[src/rtl/uart_rx_os_pkg.sv]
package uart_rx_os_pkg;

    typedef enum logic [1:0] {
        PAR_NONE  = 2'b00,
        PAR_EVEN  = 2'b01,
        PAR_ODD   = 2'b10,
        PAR_NONE2 = 2'b11
    } par_mode_e;

    typedef enum logic [2:0] {
        ST_IDLE,
        ST_START,
        ST_DATA,
        ST_PAR,
        ST_STOP
    } rx_state_e;

    typedef struct packed {
        logic [7:0] data;
        logic       par_err;
        logic       frm_err;
    } rx_result_t;

    function automatic logic par_enabled(par_mode_e m);
        return (m == PAR_EVEN) || (m == PAR_ODD);
    endfunction

    // data_xor is the reduction XOR of the data bits
    function automatic logic par_mismatch(logic data_xor, logic pbit, par_mode_e m);
        logic total;
        total = data_xor ^ pbit;
        case (m)
            PAR_EVEN: return total;
            PAR_ODD:  return ~total;
            default:  return 1'b0;
        endcase
    endfunction

endpackage

[src/rtl/uart_rx_sync.sv]
module uart_rx_sync #(
    parameter int STAGES = 2
) (
    input  logic clk,
    input  logic rst,
    input  logic d_async,
    output logic d_sync
);
    logic [STAGES-1:0] chain;

    always_ff @(posedge clk) begin
        if (rst) chain <= '1;
        else     chain <= {chain[STAGES-2:0], d_async};
    end

    assign d_sync = chain[STAGES-1];
endmodule

[src/rtl/uart_rx_tick.sv]
module uart_rx_tick #(
    parameter int CLKS_PER_TICK = 16
) (
    input  logic clk,
    input  logic rst,
    output logic tick
);
    generate
        if (CLKS_PER_TICK <= 1) begin : g_every
            assign tick = 1'b1;
        end else begin : g_div
            localparam int CW = $clog2(CLKS_PER_TICK);
            localparam logic [CW-1:0] LAST = CW'(CLKS_PER_TICK - 1);
            logic [CW-1:0] cnt;
            always_ff @(posedge clk) begin
                if (rst)              cnt <= '0;
                else if (cnt == LAST) cnt <= '0;
                else                  cnt <= cnt + 1'b1;
            end
            assign tick = (cnt == LAST);
        end
    endgenerate
endmodule

[src/rtl/uart_rx_fsm.sv]
module uart_rx_fsm
    import uart_rx_os_pkg::*;
#(
    parameter int OVS       = 64,
    parameter int DATA_BITS = 8
) (
    input  logic                 clk,
    input  logic                 rst,
    input  logic                 tick,
    input  logic                 rx,
    input  logic [1:0]           cfg_parity,
    input  logic                 cfg_two_stop,
    output logic [DATA_BITS-1:0] out_data,
    output logic                 out_valid,
    output logic                 out_par_err,
    output logic                 out_frm_err,
    output rx_state_e            st_o,
    output par_mode_e            par_o
);
    localparam int PW = $clog2(OVS);
    localparam int BW = $clog2(DATA_BITS);
    localparam logic [PW-1:0] PH_LAST = PW'(OVS - 1);
    localparam logic [PW-1:0] PH_HALF = PW'(OVS / 2 - 1);
    localparam logic [BW-1:0] BIT_LAST = BW'(DATA_BITS - 1);

    rx_state_e            st;
    logic [PW-1:0]        phase;
    logic [BW-1:0]        bit_idx;
    logic                 stop_idx;
    logic [DATA_BITS-1:0] shreg;
    logic                 par_bit;
    logic                 frm_acc;
    logic                 rx_prev;
    par_mode_e            par_q;
    logic                 two_q;

    always_ff @(posedge clk) begin
        if (rst) begin
            st          <= ST_IDLE;
            phase       <= '0;
            bit_idx     <= '0;
            stop_idx    <= 1'b0;
            shreg       <= '0;
            par_bit     <= 1'b0;
            frm_acc     <= 1'b0;
            rx_prev     <= 1'b0;
            par_q       <= PAR_NONE;
            two_q       <= 1'b0;
            out_data    <= '0;
            out_valid   <= 1'b0;
            out_par_err <= 1'b0;
            out_frm_err <= 1'b0;
        end else begin
            out_valid   <= 1'b0;
            out_par_err <= 1'b0;
            out_frm_err <= 1'b0;
            if (tick) begin
                rx_prev <= rx;
                unique case (st)
                    ST_IDLE: begin
                        if (rx_prev && !rx) begin
                            st      <= ST_START;
                            phase   <= '0;
                            par_q   <= par_mode_e'(cfg_parity);
                            two_q   <= cfg_two_stop;
                            frm_acc <= 1'b0;
                        end
                    end
                    ST_START: begin
                        if (phase == PH_HALF) begin
                            phase   <= '0;
                            bit_idx <= '0;
                            st      <= rx ? ST_IDLE : ST_DATA;
                        end else begin
                            phase <= phase + 1'b1;
                        end
                    end
                    ST_DATA: begin
                        if (phase == PH_LAST) begin
                            phase <= '0;
                            shreg <= {rx, shreg[DATA_BITS-1:1]};
                            if (bit_idx == BIT_LAST) begin
                                stop_idx <= 1'b0;
                                st <= par_enabled(par_q) ? ST_PAR : ST_STOP;
                            end else begin
                                bit_idx <= bit_idx + 1'b1;
                            end
                        end else begin
                            phase <= phase + 1'b1;
                        end
                    end
                    ST_PAR: begin
                        if (phase == PH_LAST) begin
                            phase   <= '0;
                            par_bit <= rx;
                            st      <= ST_STOP;
                        end else begin
                            phase <= phase + 1'b1;
                        end
                    end
                    ST_STOP: begin
                        if (phase == PH_LAST) begin
                            phase <= '0;
                            if (two_q && !stop_idx) begin
                                stop_idx <= 1'b1;
                                frm_acc  <= frm_acc | ~rx;
                            end else begin
                                st          <= ST_IDLE;
                                out_valid   <= 1'b1;
                                out_data    <= shreg;
                                out_frm_err <= frm_acc | ~rx;
                                out_par_err <= par_mismatch(^shreg, par_bit, par_q);
                            end
                        end else begin
                            phase <= phase + 1'b1;
                        end
                    end
                    default: st <= ST_IDLE;
                endcase
            end
        end
    end

    assign st_o  = st;
    assign par_o = par_q;
endmodule

[src/rtl/uart_rx_os.sv]
module uart_rx_os
    import uart_rx_os_pkg::*;
#(
    parameter int CLKS_PER_TICK = 16,
    parameter int OVS           = 64,
    parameter int SYNC_STAGES   = 2
) (
    input  logic       clk,
    input  logic       rst,
    input  logic       rxd,
    input  logic [1:0] cfg_parity,
    input  logic       cfg_two_stop,
    output logic [7:0] rx_data,
    output logic       rx_valid,
    output logic       rx_parity_err,
    output logic       rx_frame_err
);
    logic      rx_s;
    logic      tick;
    rx_state_e fsm_state;
    par_mode_e fsm_par;

    uart_rx_sync #(.STAGES(SYNC_STAGES)) u_sync (
        .clk(clk), .rst(rst), .d_async(rxd), .d_sync(rx_s)
    );

    uart_rx_tick #(.CLKS_PER_TICK(CLKS_PER_TICK)) u_tick (
        .clk(clk), .rst(rst), .tick(tick)
    );

    uart_rx_fsm #(.OVS(OVS), .DATA_BITS(8)) u_fsm (
        .clk(clk), .rst(rst), .tick(tick), .rx(rx_s),
        .cfg_parity(cfg_parity), .cfg_two_stop(cfg_two_stop),
        .out_data(rx_data), .out_valid(rx_valid),
        .out_par_err(rx_parity_err), .out_frm_err(rx_frame_err),
        .st_o(fsm_state), .par_o(fsm_par)
    );
endmodule

[config.mk]
export PLATFORM = sky130hd
export DESIGN_NAME = uart_rx_os
export DESIGN_NICKNAME = d
export VERILOG_FILES = /design/src/rtl/uart_rx_os_pkg.sv /design/src/rtl/uart_rx_sync.sv /design/src/rtl/uart_rx_tick.sv /design/src/rtl/uart_rx_fsm.sv /design/src/rtl/uart_rx_os.sv
export SDC_FILE = /design/constraint.sdc
export NUM_CORES = 1
export LEC_CHECK = 0
export CAP_MARGIN = 0
export CORE_MARGIN = 2
export CORE_UTILIZATION = 37
export DETAILED_ROUTE_END_ITERATION = 6
export GPL_TIMING_DRIVEN = 0
export PLACE_DENSITY = 0.55
export SETUP_SLACK_MARGIN = 0.1
export SYNTH_ARGS = -nofsm -noshare
export SYNTH_HDL_FRONTEND = slang
export SYNTH_HIERARCHICAL = 1
export SYNTH_SLANG_ARGS = --single-unit
[constraint.sdc]
create_clock -name clk -period 1.9 [get_ports clk]
set_input_delay 0.38 -clock clk [delete_from_list [all_inputs] [get_ports clk]]
set_output_delay 0.38 -clock clk [all_outputs]
set_load 0.1 [all_outputs]
**Yosys cells after proc, flatten, opt, wreduce, memory -nomap -nowiden**

Cells that the tools add are included.

- Word-level logic and storage cells: 99
- Bits in registers: 44
- Output and inout port bits: 11
- Input port bits: 6

- Bitwise logic cells: 8
- Add/sub/neg operators: 3
- Reductions and logical operators: 24
- Muxes and demuxes: 29
- Equal/unequal tests: 19

Operator list:

| kind | number |
|---|---|
| $mux W3 | 11 |
| $mux W6 | 3 |
| $pmux W6 S3 | 1 |
| $pmux W3 S5 | 1 |
| $ne A2 B1 Y1 const B | 7 |
| $reduce_and A3 Y1 | 4 |
| $reduce_and A5 Y1 | 2 |
| $mux W1 | 8 |
| $reduce_and A8 Y1 | 1 |
| $reduce_xor A8 Y1 | 1 |
| $add A6 B1 Y6 const B | 1 |
| $eq A3 B2 Y1 const B | 2 |
| $eq A3 B3 Y1 const B | 2 |
| $eq A6 B5 Y1 const B | 1 |
| $eq A6 B6 Y1 const B | 1 |
| $not A1 Y1 | 6 |
| $pmux W1 S2 | 3 |
| $pmux W3 S2 | 1 |
| $reduce_and A6 Y1 | 1 |
| $reduce_bool A2 Y1 | 3 |
| $reduce_or A5 Y1 | 1 |
| $add A4 B1 Y4 const B | 1 |
| $eq A4 B4 Y1 const B | 1 |
| $ne A2 B2 Y1 const B | 2 |
| other kinds (16) | 18 |

**Longest topological paths before layout**

- Depth in word-level cells: 6
- Depth in mapped cells: 8
- Gate-level depth less buffers: 7

**By module**

The synthesis kept the hierarchy.

By module, submodules not included:

| module | area an instance (sq um) | cells an instance | seq. area each (sq um) | times used |
|---|---|---|---|---|
| uart_rx_fsm | 1,800.5 | 216 | 760.7 | 1 |
| uart_rx_tick | 166.4 | 15 | 80.1 | 1 |
| uart_rx_sync | 52.6 | 4 | 40.0 | 1 |

**Worst setup path before layout**

No wires, ideal clock.

- Path kind: reg2reg
- Start point: reg u_tick.g_div.cnt[0]
- End point: reg u_fsm.bit_idx[2]
- Setup slack: -0.160 ns
- Clock period less this slack: 2.060 ns
- Library setup time: 0.071 ns
- Path buffers: 1
- Data required time: 1.829 ns
- Cell stages (with the launch flop): 7
- Data arrival time: 1.989 ns
- Path through: dfxtp_1 ha_1 and3_4 clkbuf_1 or4b_4 or3_1 a21oi_1

- Word-level cells in the longest chain between the ends: 2

RTL lines:

| what | line | RTL |
|---|---|---|
| start, declared | uart_rx_tick.sv:14 | `logic [CW-1:0] cnt;` |
| start signal, assigned | uart_rx_tick.sv:18 | `else cnt <= cnt + 1'b1;` |
| $eq A4 B4 Y1 | uart_rx_tick.sv:20 | `assign tick = (cnt == LAST);` |
| named net tick | uart_rx_os.sv:19 | `logic tick;` |
| $reduce_and A5 Y1 (no line) | n/a |  |
| end signal, assigned | uart_rx_fsm.sv:86 | `bit_idx <= bit_idx + 1'b1;` |
| end, declared | uart_rx_fsm.sv:28 | `logic [BW-1:0] bit_idx;` |

The timed path passes the listed nets, and every way through them passes these cells.
A chain may end at the register's enable or synchronous reset.

**Final worst setup path**

- Start point: reg u_fsm.bit_idx[0]
- End point: reg u_fsm.bit_idx[0]

- Word-level cells in the longest chain between the ends: 4
- Elaborated cells on any way between the ends: 7
- Those cells by class: 1 x add/sub; 2 x eq/ne; 3 x mux; 1 x reduce/logical

RTL lines:

| what | line | RTL |
|---|---|---|
| $add A3 B1 Y3 | uart_rx_fsm.sv:86 |  |
| $mux W3 | uart_rx_fsm.sv:82 | `if (bit_idx == BIT_LAST) begin` |
| $mux W3 | uart_rx_fsm.sv:79 | `if (phase == PH_LAST) begin` |
| $pmux W3 S2 | uart_rx_fsm.sv:59 | `unique case (st)` |

Several ways; a longest one is shown, not always the timed one. The select of a mux whose other input is x is not followed.

==> flow_summary.json <==
{
  "yosysUniqueCellTypes": 42,
  "path_class": "reg2reg",
  "critPathArrivalTime_ps": 2190,
  "synthCells": 235,
  "clk_latency_ps": 300,
  "die_h_um": 77.9,
  "die_area_sq_mm": 0.00606,
  "vias": 1726,
  "core.rowCount": 26,
  "diodes": 0,
  "leakage_nw": 1.01,
  "ys_top_cells_by_area": "dfxtp_1 (44%), nand2_1 (8.0%), a21oi_1 (6.7%)",
  "clk_pin_slew_ps": 90,
  "final_hold_viol_count": 0,
  "die_w_um": 77.9,
  "wl_per_cell_um": 12.6,
  "nets": 285,
  "cts.sinks": 44,
  "violations": "negative setup slack",
  "antenna_found_initial": 0,
  "setup_ws_ps": -65.5,
  "grt-ovfl-total": 0,
  "synth.most_common_cell": "dfxtp_1",
  "hold_ws_ps": 410,
  "drt_iter0_markers": 60,
  "pin_count": 17,
  "outcome": "finished with violations",
  "clockBufferDepth": 2,
  "drc": 0,
  "core-area_sq_mm": 0.00517,
  "slew_headroom_pct": 63.8,
  "yosysTopAreaCell": "dfxtp_1",
  "share_seq_of_total_power_pct": 53.6,
  "clock.fmax_ghz": 0.509,
  "dp_cells": 321,
  "cts_root_buf": "clkbuf_8",
  "grt_max_degree": 15,
  "switchingPower_uw": 360,
  "routed_wl_um": 4330,
  "netlist.area_leader.share_pct": 43.6,
  "synth_nets": 247,
  "final_area_sq_mm": 0.00279,
  "async_reset_ff_share_pct": 0,
  "slowest_stage": "or4b_4",
  "grt_pass1_wl_um": 7380,
  "synth-seq-cells": 44,
  "finalClockSkew_ps": 12.4,
  "drtAntennaViolNets": 0,
  "swShare_pct": 20.6,
  "min_path_type": "reg2reg",
  "synth_edf_count": 0,
  "htreeDepth": 2,
  "combPwrFrac_pct": 3.1,
  "crit_chain": "ha_4, ha_4, nor3b_2, a21oi_1, or4b_4, or3_4, a21oi_2",
  "maxCapViolCount": 0,
  "worst_pin_slew_ps": 545,
  "fin_crit_sh_pct": 103,
  "irDropWorstVdd_uv": 539,
  "p_per_area_mw_per_mm2": 625,
  "max_stage_delay_ps": 520,
  "start_util_pct": 39.0,
  "period_needed_ps": 1970,
  "instances_no_fill": 344,
  "port_buffers": 16,
  "synthToLayoutAreaGrowth_pct": 38.2,
  "pre_cts_ws_ps": -638,
  "intPower_mw": 1.39,
  "grt_setup_unrepaired": "yes",
  "synth_area_sq_mm": 0.00202,
  "drive_gt1_share_pct": 33.9,
  "final_util_pct": 54.0,
  "fin_setup_tns_ps": -157,
  "synthFlopType": "dfxtp_1",
  "finalWeightedCongestion": 0.867,
  "syn_avg_cell_area_sq_um": 8.59,
  "synthTopCellsByCount": "dfxtp_1 (44), nand2_1 (43), a21oi_1 (27)",
  "required_ps": 2130,
  "place_hpwl_um": 2910,
  "cp-start-kind": "flip-flop",
  "crit_top_cell": "ha_4",
  "setup_viol": 3,
  "finalMaxSlewViolations": 0,
  "viasPerCell": 5.02,
  "grtUsageTotal_pct": 15.4,
  "cts_tree": "built",
  "firstDrtPassIters": 4,
  "end_kind": "flip-flop",
  "fill_cells": 476,
  "yosys_warnings": 6,
  "path_max_fanout": 5,
  "seq_area_frac_synth_pct": 43.6,
  "power_mw": 1.75,
  "placed_cell_area_sq_mm": 0.00234,
  "numCtsBuffers": 5,
  "p_clk_share_pct": 43.3,
  "grt_pass1_vias": 1633
}
==> area by class of cell <==
cell class	count	area, sq um	area share [%]
inverter	6	22.5	0.807
clock inverter	2	38.8	1.39
multi-input combinational	172	1260	45.2
buffer	12	86.3	3.09
sequential	44	893	32.0
clock buffer	6	82.6	2.96
tap	70	87.6	3.14
timing repair buffer	32	319	11.4
==> cells in the final DEF (no fill, tap or decap), types with 5 or more instances in the layout <==
cell type        instances
dfxtp_1                 36
nand2_1                 34
a21oi_1                 26
nor2_1                  16
buf_4                   15
clkdlybuf4s15_2         11
xnor2_1                  8
nand2_2                  8
clkbuf_8                 7
dfxtp_2                  7
inv_1                    6
clkbuf_2                 6
mux2i_1                  6
clkdlybuf4s50_1          5
nor2b_1                  5
==> metal layers <==
metal / track usage, % / share of wire [%] / up-vias
li1: - / - / 881
met1: 19.4 / 48 / 802
met2: 23.7 / 46 / 34
met3: 4.30 / 3.5 / 9
met4: 8.21 / 2.5 / 0
met5: 0 / 0 / -
==> power by group through the flow <==
| stage | sequential, mW | clock (mW) | combinational (mW) |
|---|---|---|---|
| 6_report | 0.935 | 0.756 | 0.0545 |
| 3_3_place_gp | 0.959 | 0 | 0.0468 |
| 4_1_cts | 0.936 | 0.780 | 0.0548 |
| 2_1_floorplan | 0.958 | 0 | 0.0260 |
| 3_5_place_dp | 0.959 | 0 | 0.0471 |
| 5_1_grt | 0.937 | 0.818 | 0.0625 |
==> timing repair <==
item / CTS / global route
hold buffers: 0 / 0
setup endpoints to repair: 40 / 31
pin swaps: 26 / 22
resized for setup: 57 / 27
setup buffers: 9 / 7
==> logic make-up (layout without fill, tap and decap cells) <==
logic type / after synthesis / in the layout / share of synthesized area [%]
xor gates and xnor gates: 13 / 13 / 6.32
and+or+nand+nor: 105 / 105 / 26.7
buffers and inverters: 19 / 58 / 3.66
adders and majority gates: 6 / 6 / 3.72
DFF: 44 / 44 / 43.6
AOI/OAI and AO/OA: 39 / 39 / 11.3
muxes: 9 / 9 / 4.65
==> critical path, delay by kind of cell, from the launching register on <==
kind | cells | cell delay, ps
AND/OR/NAND/NOR | 3 | 1040
flip-flops | 1 | 340
adder cells (fa/ha/maj) | 2 | 320
AO/OA/AOI/OAI | 2 | 200
==> worst paths after layout <==
check | endpoint | depth (start not counted) | from | slack, ps
setup / recovery | u_fsm/bit_idx[0] | 7 | u_fsm/bit_idx[0] | -70
hold / removal | u_sync/chain[1] | 1 | u_sync/chain[0] | 410
setup reg to reg | u_fsm/bit_idx[0] | 7 | u_fsm/bit_idx[0] | -70
hold reg to reg | u_sync/chain[1] | 1 | u_sync/chain[0] | 410
==> sequential cells by signal, indices dropped and copies added (netlist names) <==
name	flops
u_fsm/two_q	1
u_fsm/st_o	3
u_tick/g_div.cnt	4
u_fsm/out_valid	1
u_fsm/out_data	8
u_fsm/out_par_err	1
u_sync/chain	2
u_fsm/phase	6
u_fsm/par_bit	1
u_fsm/bit_idx	3
u_fsm/rx_prev	1
u_fsm/shreg	8
u_fsm/stop_idx	1
u_fsm/par_o	2
u_fsm/out_frm_err	1
u_fsm/frm_acc	1
Power figures use the tool's default switching activity.
